==> src/rtl/txdma_pkg.sv <==
package txdma_pkg;

    typedef enum logic [1:0] {
        TX_STOPPED   = 2'd0,
        TX_RUNNING   = 2'd1,
        TX_SUSPENDED = 2'd2
    } tx_run_e;

    typedef enum logic [1:0] {
        PH_IDLE  = 2'd0,
        PH_ISSUE = 2'd1,
        PH_WAIT  = 2'd2,
        PH_XMIT  = 2'd3
    } tx_phase_e;

    typedef struct packed {
        tx_run_e   run;
        tx_phase_e phase;
        logic      started;
        logic      eor;
        logic      go;
    } fsm_regs_t;

endpackage

==> src/rtl/txdma_pos_track.sv <==
module txdma_pos_track #(
    parameter int AW         = 16,
    parameter int DESC_BYTES = 16
) (
    input  logic          clk,
    input  logic          rst_n,
    input  logic [AW-1:0] list_base,
    input  logic          load_base,
    input  logic          advance,
    input  logic          wrap,
    output logic [AW-1:0] pos
);
    localparam logic [AW-1:0] STEP = AW'(DESC_BYTES);

    logic [AW-1:0] pos_d, pos_q;

    always_comb begin
        pos_d = pos_q;
        if (load_base) begin
            pos_d = list_base;
        end else if (advance) begin
            pos_d = wrap ? list_base : pos_q + STEP;
        end
    end

    always_ff @(posedge clk or negedge rst_n) begin
        if (!rst_n) pos_q <= '0;
        else        pos_q <= pos_d;
    end

    assign pos = pos_q;


    step_adv_chk: assert property (@(posedge clk) disable iff (!rst_n)
        (advance && !wrap && !load_base) |=> (pos_q == $past(pos_q) + STEP));


    ring_wrap_chk: assert property (@(posedge clk) disable iff (!rst_n)
        (advance && wrap) |=> (pos_q == $past(list_base)));


    pos_hold_chk: assert property (@(posedge clk) disable iff (!rst_n)
        (!advance && !load_base) |=> $stable(pos_q));

endmodule

==> src/rtl/txdma_unavail_flag.sv <==
module txdma_unavail_flag (
    input  logic clk,
    input  logic rst_n,
    input  logic set_i,
    input  logic clr_i,
    output logic flag
);
    logic flag_d, flag_q;

    always_comb begin
        flag_d = flag_q;
        if (set_i)      flag_d = 1'b1;
        else if (clr_i) flag_d = 1'b0;
    end

    always_ff @(posedge clk or negedge rst_n) begin
        if (!rst_n) flag_q <= 1'b0;
        else        flag_q <= flag_d;
    end

    assign flag = flag_q;


    set_wins_chk: assert property (@(posedge clk) disable iff (!rst_n)
        set_i |=> flag_q);


    w1c_chk: assert property (@(posedge clk) disable iff (!rst_n)
        (clr_i && !set_i) |=> !flag_q);


    sticky_chk: assert property (@(posedge clk) disable iff (!rst_n)
        (!clr_i && flag_q) |=> flag_q);

endmodule

==> src/rtl/txdma_run_fsm.sv <==
module txdma_run_fsm
    import txdma_pkg::*;
(
    input  logic       clk,
    input  logic       rst_n,
    input  logic       run_en,
    input  logic       poll_kick,
    input  logic       desc_rsp_vld,
    input  logic       desc_rsp_own,
    input  logic       desc_rsp_eor,
    input  logic       frame_done,
    output logic       desc_req,
    output logic       frame_go,
    output logic       load_base,
    output logic       advance,
    output logic       wrap,
    output logic       set_unavail,
    output logic [1:0] run_state
);
    fsm_regs_t r_d, r_q;

    always_comb begin
        r_d         = r_q;
        r_d.go      = 1'b0;
        load_base   = 1'b0;
        advance     = 1'b0;
        set_unavail = 1'b0;
        unique case (r_q.phase)
            PH_IDLE: begin
                if (r_q.run == TX_STOPPED) begin
                    if (run_en) begin
                        r_d.run     = TX_RUNNING;
                        r_d.phase   = PH_ISSUE;
                        load_base   = !r_q.started;
                        r_d.started = 1'b1;
                    end
                end else if (r_q.run == TX_SUSPENDED) begin
                    if (!run_en) begin
                        r_d.run = TX_STOPPED;
                    end else if (poll_kick) begin
                        r_d.phase = PH_ISSUE;
                    end
                end
            end
            PH_ISSUE: begin
                r_d.phase = PH_WAIT;
            end
            PH_WAIT: begin
                if (desc_rsp_vld) begin
                    if (desc_rsp_own) begin
                        r_d.run   = TX_RUNNING;
                        r_d.phase = PH_XMIT;
                        r_d.eor   = desc_rsp_eor;
                        r_d.go    = 1'b1;
                    end else begin
                        r_d.run     = TX_SUSPENDED;
                        r_d.phase   = PH_IDLE;
                        set_unavail = 1'b1;
                    end
                end
            end
            PH_XMIT: begin
                if (frame_done) begin
                    advance = 1'b1;
                    if (run_en) begin
                        r_d.phase = PH_ISSUE;
                    end else begin
                        r_d.run   = TX_STOPPED;
                        r_d.phase = PH_IDLE;
                    end
                end
            end
            default: r_d = r_q;
        endcase
    end

    always_ff @(posedge clk or negedge rst_n) begin
        if (!rst_n) begin
            r_q <= '{run: TX_STOPPED, phase: PH_IDLE, started: 1'b0,
                     eor: 1'b0, go: 1'b0};
        end else begin
            r_q <= r_d;
        end
    end

    assign desc_req  = (r_q.phase == PH_ISSUE);
    assign frame_go  = r_q.go;
    assign wrap      = r_q.eor;
    assign run_state = r_q.run;


    state_enc_chk: assert property (@(posedge clk) disable iff (!rst_n)
        run_state != 2'd3);


    owned_go_chk: assert property (@(posedge clk) disable iff (!rst_n)
        (r_q.phase == PH_WAIT && desc_rsp_vld && desc_rsp_own)
            |=> (frame_go && run_state == 2'd1));


    go_single_chk: assert property (@(posedge clk) disable iff (!rst_n)
        frame_go |=> !frame_go);


    unowned_susp_chk: assert property (@(posedge clk) disable iff (!rst_n)
        (r_q.phase == PH_WAIT && desc_rsp_vld && !desc_rsp_own)
            |=> (run_state == 2'd2 && !desc_req));


    stop_defer_chk: assert property (@(posedge clk) disable iff (!rst_n)
        (r_q.phase == PH_XMIT && !frame_done) |=> (run_state == 2'd1));


    susp_stop_chk: assert property (@(posedge clk) disable iff (!rst_n)
        (run_state == 2'd2 && r_q.phase == PH_IDLE && !run_en)
            |=> (run_state == 2'd0));


    no_fetch_stopped_chk: assert property (@(posedge clk) disable iff (!rst_n)
        (run_state == 2'd0) |-> !desc_req);


    susp_wait_poll_chk: assert property (@(posedge clk) disable iff (!rst_n)
        (run_state == 2'd2 && r_q.phase == PH_IDLE && !poll_kick)
            |=> !desc_req);

endmodule

==> src/rtl/txdma_run_ctrl.sv <==
module txdma_run_ctrl #(
    parameter int AW         = 16,
    parameter int DESC_BYTES = 16
) (
    input  logic          clk,
    input  logic          rst_n,
    input  logic          run_en,
    input  logic [AW-1:0] list_base,
    input  logic          poll_kick,
    input  logic          unavail_clr,
    output logic          desc_req,
    output logic [AW-1:0] desc_addr,
    input  logic          desc_rsp_vld,
    input  logic          desc_rsp_own,
    input  logic          desc_rsp_eor,
    output logic          frame_go,
    input  logic          frame_done,
    output logic [1:0]    run_state,
    output logic          tx_unavail
);
    logic load_base, advance, wrap, set_unavail;

    txdma_run_fsm i_fsm (
        .clk          (clk),
        .rst_n        (rst_n),
        .run_en       (run_en),
        .poll_kick    (poll_kick),
        .desc_rsp_vld (desc_rsp_vld),
        .desc_rsp_own (desc_rsp_own),
        .desc_rsp_eor (desc_rsp_eor),
        .frame_done   (frame_done),
        .desc_req     (desc_req),
        .frame_go     (frame_go),
        .load_base    (load_base),
        .advance      (advance),
        .wrap         (wrap),
        .set_unavail  (set_unavail),
        .run_state    (run_state)
    );

    txdma_pos_track #(
        .AW         (AW),
        .DESC_BYTES (DESC_BYTES)
    ) i_pos (
        .clk       (clk),
        .rst_n     (rst_n),
        .list_base (list_base),
        .load_base (load_base),
        .advance   (advance),
        .wrap      (wrap),
        .pos       (desc_addr)
    );

    txdma_unavail_flag i_flag (
        .clk   (clk),
        .rst_n (rst_n),
        .set_i (set_unavail),
        .clr_i (unavail_clr),
        .flag  (tx_unavail)
    );

endmodule

==> config.mk <==
export PLATFORM = sky130hd
export DESIGN_NAME = txdma_run_ctrl
export DESIGN_NICKNAME = d
export VERILOG_FILES = /design/src/rtl/txdma_pkg.sv /design/src/rtl/txdma_pos_track.sv /design/src/rtl/txdma_unavail_flag.sv /design/src/rtl/txdma_run_fsm.sv /design/src/rtl/txdma_run_ctrl.sv
export SDC_FILE = /design/constraint.sdc
export NUM_CORES = 1
export LEC_CHECK = 0
export BUFFER_PORTS_ARGS = -buffer_cell sky130_fd_sc_hd__buf_2
export CORE_UTILIZATION = 54
export CTS_CLUSTER_DIAMETER = 40
export DETAILED_ROUTE_END_ITERATION = 10
export HOLD_SLACK_MARGIN = 0.03
export PLACE_DENSITY = 0.84
export SLEW_MARGIN = 20
export SYNTH_ARGS = -nofsm -noshare
export SYNTH_HDL_FRONTEND = slang
export SYNTH_SLANG_ARGS = --single-unit
==> constraint.sdc <==
create_clock -name clk -period 3.98 [get_ports clk]
set_clock_uncertainty 0.05 [all_clocks]
set_input_delay 0.398 -clock clk [delete_from_list [all_inputs] [get_ports clk]]
set_output_delay 0.398 -clock clk [all_outputs]
set_load 0.1 [all_outputs]
==> impl_results.md <==
* DR WL/cell at 15.22 um
* Area delta synth->final at 16.44%
* CTS Buf Count at 3
* Critical R2R Launch: i_fsm.r_q[4]
* Drt pass-1 iters at 5
* FF-to-FF End: i_pos.pos[11]
* Reg-to-reg slack, setup at ~2.1 ns
* Antenna violations before repair at 0
* Buffers on Ports at 45
* CP startpoint: i_fsm.r_q[3]
* Commonest cells post-synth: nand2_1 (27), dfrtp_1 (24), nor2_1 (15)
* Cell Area, Placed at 1593 sq um
* Unique cell type count in the Yosys netlist at between 40 and 50
* Number of synthesized flops with an enable pin at 0
* Share of flip-flops with an asynchronous set or reset at 100.0%
* Rel. slew slack at a little under two thirds
* Most common cell in the netlist: nand2_1
* Post-synth top area share at between 40% and 50%
* Main synth FF type: dfrtp_1
* Tcrit/Tclk final at between 50% and 60%
* RSZ-0062 raised after global routing: false
* Die Wd at ~53 um
* FF-to-FF path depth at 4
* Grt total ovfl at 0
* Gr usage total at between 20% and 30%
* Placer's final routability congestion estimate at just under 0.9
* Post-synthesis sequential area ratio at 42.67%
* Clock Tree Buf Depth at 2
* # IOs at 46
* HP Start: unavail_clr
* Tightest Hold Check Type: in2reg
* Tmin final at 2.016 ns
* Layout cell share with drive strength beyond 1 at 31.09%
* Via count at between 1k and 1.5k
* Starting Density at a little under three fifths
* Crit path capture type: output port
* Final WL at roughly 3400 um
* Residual DRC at 0
* Root Buffer: clkbuf_4
* Slew at the pin with the worst max-slew slack at around 0.54 ns
* Post-DP HPWL at 2517 um
* Synth area leaders: dfrtp_1 (43%), nand2_1 (7.2%), nor2_1 (4.0%), a21oi_1 (3.6%), buf_6 (3.2%)
* Max_cap viols at 0
* Remaining antenna violation count at 0
* WP data required at roughly 3.5 ns
* Fmax at slightly below 500 MHz
* Vias per inst at 6.099
* #FFs+latches synth at 24
* Fin nets at 220
* Avg Synthesized Cell Area at 9.261 sq um
* # rows at 18
* Crit Path Class: reg2out
* Mapped Area at around 1400 sq um
* DR iter-0 viols at 40
* Worst Path Max Fanout at 13
* Final hold vios at 0
* First-pass GRT wire length at 5547 um
* Final setup vio count at 0
* CTS tree: done
* Worst-skew pair later-pin latency at slightly above 0.3 ns
* Worst-path clk slew at ~0.13 ns
* Slew Viols, Final at 0
* Setup_tns at 0 ns
* Post-route cell area at around 1600 sq um
* Mapped Cells at around 150
* Number of global-route vias before repair at roughly 1.3k
* Synth Warn # at 0
* Die H at between 50 and 60 um
* DIE AREA at about 2800 sq um
* Leading area contributor after synthesis: dfrtp_1
* Diode count at 0
* Outcome: finished clean
* Largest net degree at the start of global routing at 25
* CTS sink count at 24
* H-tree depth at 1
* WHS Path Cells at 2
* Hold path endpoint: i_flag.flag
* Core Area at between 2000 and 2500 sq um
* CP Launch Type: register
* Syn_nets at 178
* CP arrival at between 1.5 and 2 ns
cells by family (layout without fill, tap and decap cells):
family | Yosys count | in the layout | share of synthesized area [%]
AO/OA/AOI/OAI | 41 | 41 | 21.51
adder cells (fa/ha/maj) | 1 | 1 | 0.8887
buffers and inverters | 12 | 53 | 6.310
flip-flops | 24 | 24 | 42.67
multiplexers | 2 | 2 | 1.422
AND/OR/NAND/NOR | 72 | 72 | 27.20
cells in the final DEF, fill, tap and decap left out, types with 4 or more instances in the layout:
cell,count
buf_2,45
nand2_1,27
dfrtp_1,24
nor2_1,15
a21oi_1,10
o21ai_0,7
nand3_1,6
nand4_1,4
o311ai_1,4
o22ai_1,4
layout make-up:
type	count	area (sq um)
clock buffers	4	36.28
well taps	30	37.54
inverters	3	11.26
multi-input cells	116	718.2
flip-flops and latches	24	600.6
repair buffers	46	235.2
fillers	207	838.3
timing repair:
item / CTS / global route
endpoints found under the hold margin: 24 / 0
buffers inserted: 0 / 0
gates resized for setup: 0 / 0
endpoints found under the setup margin: 0 / 0
hold buffers: 1 / 0
worst max-delay path by stage:
stage	to	slack, ns	cells after the start
2_1_floorplan	desc_req	1.63	2
3_3_place_gp	i_pos.pos[11]	2.20	4
3_5_place_dp	i_pos.pos[11]	2.13	4
4_1_cts	desc_req	1.98	2
5_1_grt	desc_req	1.91	2
6_report	desc_req	1.96	2
metal layers:
metal / global-route usage, % / vias to the layer above / part of all wire, %
met5: 0 / - / 0
met4: 11.40 / 0 / 0.85
met3: 4.598 / 4 / 5.5
met2: 45.36 / 49 / 50
met1: 33.57 / 669 / 44
li1: - / 638 / -
stage by stage:
stage                     utilization, %  setup slack [ns]  cells  hold WS, ns
after global routing               66.16             1.909    223       0.2190
final                              66.16             1.964    223       0.2244
after global placement             64.29             2.204    218       0.3605
after detailed placement           64.29             2.126    218       0.3721
after CTS                          66.16             1.977    223       0.2107
after floorplan                        -             1.630    152      0.05241
state kept, by name, indices dropped and copies added (netlist names):
register and cells:
i_flag.flag 1, i_fsm.frame_go 1, i_fsm.r_q 3, i_fsm.run_state 2
i_fsm.wrap 1, i_pos.pos 16
worst max-delay path: stages, from the launching register on:
cell and delay [ns]:
dfrtp_1 0.62, nor2b_1 0.19, buf_2 0.44
Power is left out: the tool's default activity adds up to more than one toggle a clock period on the data nets, which glitch-free logic cannot reach.
